<file path="config.mk">
export PLATFORM = sky130hd
export DESIGN_NAME = ff_fail_first_loop
export DESIGN_NICKNAME = d
export VERILOG_FILES = /design/src/rtl/ff_pkg.sv /design/src/rtl/ff_cond_gen.sv /design/src/rtl/ff_bit_test.sv /design/src/rtl/ff_elem_ctr.sv /design/src/rtl/ff_fail_first_loop.sv
export SDC_FILE = /design/constraint.sdc
export NUM_CORES = 1
export LEC_CHECK = 0
export CAP_MARGIN = 25
export CORE_ASPECT_RATIO = 0.6
export CORE_UTILIZATION = 45
export DETAILED_ROUTE_END_ITERATION = 6
export PLACE_DENSITY = 0.78
export SYNTH_ARGS = -nofsm -noshare
export SYNTH_HDL_FRONTEND = slang
export SYNTH_HIERARCHICAL = 1
export SYNTH_SLANG_ARGS = --single-unit
</file>
<file path="constraint.sdc">
create_clock -name clk -period 4.59 [get_ports clk]
set_input_delay 0.6885 -clock clk [delete_from_list [all_inputs] [get_ports clk]]
set_output_delay 0.6885 -clock clk [all_outputs]
set_load 0.02 [all_outputs]
</file>
<file path="src/rtl/ff_pkg.sv">
package ff_pkg;
  localparam int COND_W = 4;
  localparam int CB_SO  = 0;
  localparam int CB_EQ  = 1;
  localparam int CB_GT  = 2;
  localparam int CB_LT  = 3;

  typedef enum logic [0:0] {ST_IDLE = 1'b0, ST_RUN = 1'b1} seq_state_t;
endpackage

</file>
<file path="src/rtl/ff_cond_gen.sv">
module ff_cond_gen #(
  parameter int DATA_W = 16
) (
  input  logic [DATA_W-1:0]        data,
  input  logic                     so_in,
  output logic [ff_pkg::COND_W-1:0] cond
);
  logic is_zero;
  logic is_neg;

  always_comb begin
    is_zero = (data == '0);
    is_neg  = data[DATA_W-1];
    cond                 = '0;
    cond[ff_pkg::CB_LT]  = is_neg;
    cond[ff_pkg::CB_GT]  = !is_neg && !is_zero;
    cond[ff_pkg::CB_EQ]  = is_zero;
    cond[ff_pkg::CB_SO]  = so_in;
  end
endmodule

</file>
<file path="src/rtl/ff_bit_test.sv">
module ff_bit_test #(
  parameter int COND_W = 4,
  localparam int SEL_W = $clog2(COND_W)
) (
  input  logic [COND_W-1:0] cond,
  input  logic [SEL_W-1:0]  sel,
  input  logic              invert,
  output logic              pass
);
  logic [COND_W-1:0] bit_hit;

  for (genvar g = 0; g < COND_W; g++) begin : g_sel
    assign bit_hit[g] = (sel == SEL_W'(g)) && cond[g];
  end

  assign pass = (|bit_hit) ^ invert;
endmodule

</file>
<file path="src/rtl/ff_elem_ctr.sv">
module ff_elem_ctr #(
  parameter int IDX_W = 6,
  parameter int VL_W  = 7
) (
  input  logic             clk,
  input  logic             rst,
  input  logic             clr,
  input  logic             adv,
  input  logic [VL_W-1:0]  vl_lim,
  output logic [IDX_W-1:0] idx,
  output logic             is_last
);
  always_ff @(posedge clk) begin
    if (rst || clr) begin
      idx <= '0;
    end else if (adv) begin
      idx <= idx + IDX_W'(1);
    end
  end

  assign is_last = (VL_W'(idx) == (vl_lim - VL_W'(1)));
endmodule

</file>
<file path="src/rtl/ff_fail_first_loop.sv">
module ff_fail_first_loop #(
  parameter int DATA_W = 16,
  parameter int MAX_VL = 64,
  localparam int VL_W  = $clog2(MAX_VL + 1),
  localparam int IDX_W = (MAX_VL > 1) ? $clog2(MAX_VL) : 1
) (
  input  logic              clk,
  input  logic              rst,
  input  logic              start,
  input  logic [VL_W-1:0]   vl_in,
  input  logic [1:0]        bit_sel,
  input  logic              invert,
  input  logic              cmp_only,
  output logic              elem_req,
  output logic [IDX_W-1:0]  elem_idx,
  input  logic [DATA_W-1:0] elem_data,
  input  logic              elem_so,
  output logic              res_we,
  output logic              cond_we,
  output logic [IDX_W-1:0]  wr_idx,
  output logic [3:0]        wr_cond,
  output logic [DATA_W-1:0] wr_data,
  output logic [VL_W-1:0]   new_vl,
  output logic              done
);
  import ff_pkg::*;

  seq_state_t        state;
  logic [VL_W-1:0]   vl_q;
  logic [1:0]        sel_q;
  logic              inv_q;
  logic              cmp_q;
  logic [COND_W-1:0] cond_now;
  logic              pass_now;
  logic              last_now;
  logic              running;
  logic              accept;

  assign running  = (state == ST_RUN);
  assign accept   = (state == ST_IDLE) && start;
  assign elem_req = running;

  ff_cond_gen #(.DATA_W(DATA_W)) cond_i (
    .data  (elem_data),
    .so_in (elem_so),
    .cond  (cond_now)
  );

  ff_bit_test #(.COND_W(COND_W)) test_i (
    .cond   (cond_now),
    .sel    (sel_q),
    .invert (inv_q),
    .pass   (pass_now)
  );

  ff_elem_ctr #(.IDX_W(IDX_W), .VL_W(VL_W)) ctr_i (
    .clk     (clk),
    .rst     (rst),
    .clr     (accept),
    .adv     (running && pass_now && !last_now),
    .vl_lim  (vl_q),
    .idx     (elem_idx),
    .is_last (last_now)
  );

  always_ff @(posedge clk) begin
    if (rst) begin
      state   <= ST_IDLE;
      vl_q    <= '0;
      sel_q   <= '0;
      inv_q   <= 1'b0;
      cmp_q   <= 1'b0;
      res_we  <= 1'b0;
      cond_we <= 1'b0;
      wr_idx  <= '0;
      wr_cond <= '0;
      wr_data <= '0;
      new_vl  <= '0;
      done    <= 1'b0;
    end else begin
      res_we  <= 1'b0;
      cond_we <= 1'b0;
      done    <= 1'b0;
      case (state)
        ST_IDLE: begin
          if (start) begin
            vl_q  <= vl_in;
            sel_q <= bit_sel;
            inv_q <= invert;
            cmp_q <= cmp_only;
            if (vl_in == '0) begin
              new_vl <= '0;
              done   <= 1'b1;
            end else begin
              state <= ST_RUN;
            end
          end
        end
        ST_RUN: begin
          cond_we <= 1'b1;
          wr_idx  <= elem_idx;
          wr_cond <= cond_now;
          wr_data <= elem_data;
          res_we  <= pass_now && !cmp_q;
          if (!pass_now) begin
            new_vl <= VL_W'(elem_idx);
            done   <= 1'b1;
            state  <= ST_IDLE;
          end else if (last_now) begin
            new_vl <= vl_q;
            done   <= 1'b1;
            state  <= ST_IDLE;
          end
        end
        default: state <= ST_IDLE;
      endcase
    end
  end
endmodule

</file>
==> flow_metrics.env <==
export IMPL_htree_levels=2
export IMPL_holdWs_ns=0.4246
export IMPL_numCtsBuffers=5
export IMPL_syn_to_final_growth_pct=36.10
export IMPL_ys_warn_count=6
export IMPL_portBuffers=73
export IMPL_drc_errors=0
export IMPL_die_h_um=57.81
export IMPL_irDropWorstVdd_uv=192.2
export IMPL_clockBufferDepth=2
export IMPL_max_stage_delay_ns=0.50
export IMPL_intPower_w=0.0006959
export IMPL_period_minus_slack_ns=3.683
export IMPL_postCtsSetupRepairBufs=0
export IMPL_total_power_w=0.0009495
export IMPL_grt_antenna_before_repair=0
export IMPL_slew_violations=0
export IMPL_fin_crit_sh=0.8023
export IMPL_finish_net_count=350
export IMPL_power_frac_clock=0.289
export IMPL_n_antenna_cell=0
export IMPL_drt_iter0_drc=195
export IMPL_drive_gt1_frac=0.06604
export IMPL_cp_slowest_cell="mux4_2"
export IMPL_place_inst=373
export IMPL_path_class="input port to flop"
export IMPL_tns_ns=0
export IMPL_yosysUniqueCellTypes=39
export IMPL_die_w_um=95.02
export IMPL_postCtsHoldBufs=0
export IMPL_clock_sinks=54
export IMPL_grt_max_degree=33
export IMPL_ant_nets=0
export IMPL_place_ws_ns=0.6447
export IMPL_root_buffer="clkbuf_8"
export IMPL_grt_overflow_total=0
export IMPL_syn_num_nets=284
export IMPL_dp_hpwl_um=4137
export IMPL_sw_frac_of_total=0.2670
export IMPL_wl_um=5769
export IMPL_start_kind="input port"
export IMPL_crit_required_ns=4.83
export IMPL_wl_per_cell_um=15.14
export IMPL_first_pass_iters=4
export IMPL_fin_ws_ns=0.9074
export IMPL_fmax_ghz=0.2715
export IMPL_core_area_um2=4778
export IMPL_pin_count=74
export IMPL_rows=19
export IMPL_maxCapViolations=0
export IMPL_outcome="finished, final reports clean"
export IMPL_critPathArrivalTime_ns=3.93
export IMPL_start_util=0.4889
export IMPL_finClkSkew_ns=0.003400
export IMPL_cp_cell_sequence="clkdlybuf4s50_1, nor4_1, a41oi_1, mux4_2, xor2_1, buf_4, nor2b_1, nand2_1, inv_1, nand4_1, or3_1, a21oi_1"
export IMPL_clkTransAtPathRegs_ns=0.09
export IMPL_post_drt_via_cell_ratio=5.257
export IMPL_rsz0062_at_grt="no"
export IMPL_grt_pass1_wl_um=9232
export IMPL_power_frac_seq=0.529
export IMPL_relSlewSlack=0.5122
export IMPL_p_leak_nw=1.160
export IMPL_setup_viol=0
export IMPL_vias=2003
export IMPL_track_usage=0.2249
export IMPL_syn_inst=251
export IMPL_avgSynthCellArea_um2=9.307
export IMPL_cts_resized=0
export IMPL_grt_pass1_vias=1908
export IMPL_end_kind="flop"
export IMPL_crit_family="simple AND/OR/NAND/NOR gates"
export IMPL_powerDensity_nw_per_um2=298.6
export IMPL_path_buf_inv=3
export IMPL_holdCritPathClass="flop to flop"
export IMPL_yosysSeqAreaShare=0.4628
export IMPL_die_area_um2=5493
export IMPL_clock_latency_ns=0.31
export IMPL_critPathMaxFanout=15
export IMPL_pwr_share_comb=0.182
export IMPL_netlist_area_um2=2336
export IMPL_hold_viol_final=0
export IMPL_worst_pin_slew_ns=0.7294
export IMPL_place_gp_congestion=0.8340
export IMPL_p_sw_w=0.0002535
export IMPL_stdcell_count=381
export IMPL_synth_seq_cells=54
export IMPL_cts_tree="built"
path summary, 6_finish.rpt:
check,depth (start not counted),slack [ns],start,end
max,12,0.91,elem_data[1],ctr_i/idx[5]$_SDFFE_PP0P_
min,1,0.42,cmp_q$_SDFFE_PP0P_,res_we$_SDFF_PP0_
max reg2reg,12,1.79,vl_q[0]$_SDFFE_PP0P_,ctr_i/idx[5]$_SDFFE_PP0P_
min reg2reg,1,0.42,cmp_q$_SDFFE_PP0P_,res_we$_SDFF_PP0_
synth_stat cells, drive strengths merged:
library cell	n	share of area
xor2	6	0.022
a21oi	13	0.028
nand3b	1	0.0032
inv	6	0.0096
or2	2	0.0054
nand2	27	0.043
nor2b	8	0.021
or2b	1	0.0038
nor3	2	0.0091
o41ai	1	0.0038
dfxtp	54	0.46
mux2	1	0.0048
mux2i	27	0.12
a41oi	1	0.0038
or4	2	0.0080
o21ba	1	0.0043
and3	1	0.0027
mux4	1	0.0096
nand2b	7	0.019
nand4	3	0.0080
or3	2	0.0054
and4	1	0.0038
nor3b	2	0.0086
buf	8	0.020
o21ai	2	0.0043
a31oi	6	0.016
nor4	5	0.013
o32ai	6	0.022
or4b	1	0.0043
xnor2	8	0.030
nor2	33	0.054
ha	2	0.011
clkbuf	9	0.014
o221ai	1	0.0038
flip-flops by register name, summed over array words and instances, names as in the netlist, 2 cells and up:
name / flops
wr_data: 16
ctr_i/idx: 6
wr_cond: 4
vl_q: 7
wr_idx: 6
sel_q: 2
new_vl: 7
stage by stage:
| stage | utilization | instance area, um^2 |
|---|---|---|
| 2_1_floorplan | - | 2336 |
| 5_1_grt | 0.6654 | 3179 |
| 3_5_place_dp | 0.6462 | 3088 |
| 4_1_cts | 0.6654 | 3179 |
| 3_3_place_gp | 0.6462 | 3088 |
| 6_report | 0.6654 | 3179 |
cells by family (layout without fill, tap and decap cells):
kind of cell | count (synthesis) | after routing | synth area share
buffers and inverters | 23 | 90 | 0.04445
DFF | 54 | 54 | 0.4628
AOI/OAI and AO/OA | 31 | 31 | 0.08624
and+or+nand+nor | 98 | 98 | 0.2132
xor gates and xnor gates | 14 | 14 | 0.05249
muxes | 29 | 29 | 0.1302
adders and majority gates | 2 | 2 | 0.01071
layer usage:
metal	global-route usage	routed length, um	vias to the layer above
met5	0	0	-
met4	0.06061	41	0
met3	0.06562	347	6
met2	0.3186	2467	52
met1	0.3320	2912	952
li1	-	-	993
power groups by stage:
stage / Sequential [W] / Combinational [W] / Clock (W)
after floorplan: 0.000526 / 0.0000866 / 0
after global placement: 0.000513 / 0.000168 / 0
after detailed placement: 0.000513 / 0.000172 / 0
after CTS: 0.000502 / 0.000173 / 0.000282
after global routing: 0.000505 / 0.000186 / 0.000301
final: 0.000503 / 0.000172 / 0.000275
cell type report:
type | instances | area (um^2)
Multi-Input combinational cell | 174 | 1151
Sequential cell | 54 | 1082
Fill cell | 405 | 1599
Inverter | 6 | 22.52
Clock inverter | 1 | 5.005
Timing Repair Buffer | 76 | 753.2
Tap cell | 63 | 78.83
Clock buffer | 7 | 86.33
placed cells by master (no fill, tap or decap), types with 2 or more instances in the layout:
master,instances
xor2_1,6
nand2_1,27
nor2b_1,8
nor2_1,32
mux2i_1,27
a21oi_1,13
clkdlybuf4s50_1,73
or2_2,2
ha_1,2
a31oi_1,6
nand4_1,3
buf_4,3
o21ai_0,2
clkbuf_8,6
o32ai_1,6
nor4_1,5
inv_1,6
nand2b_1,7
xnor2_1,8
dfxtp_1,53
or3_1,2
(Power assumes the default switching activity.)
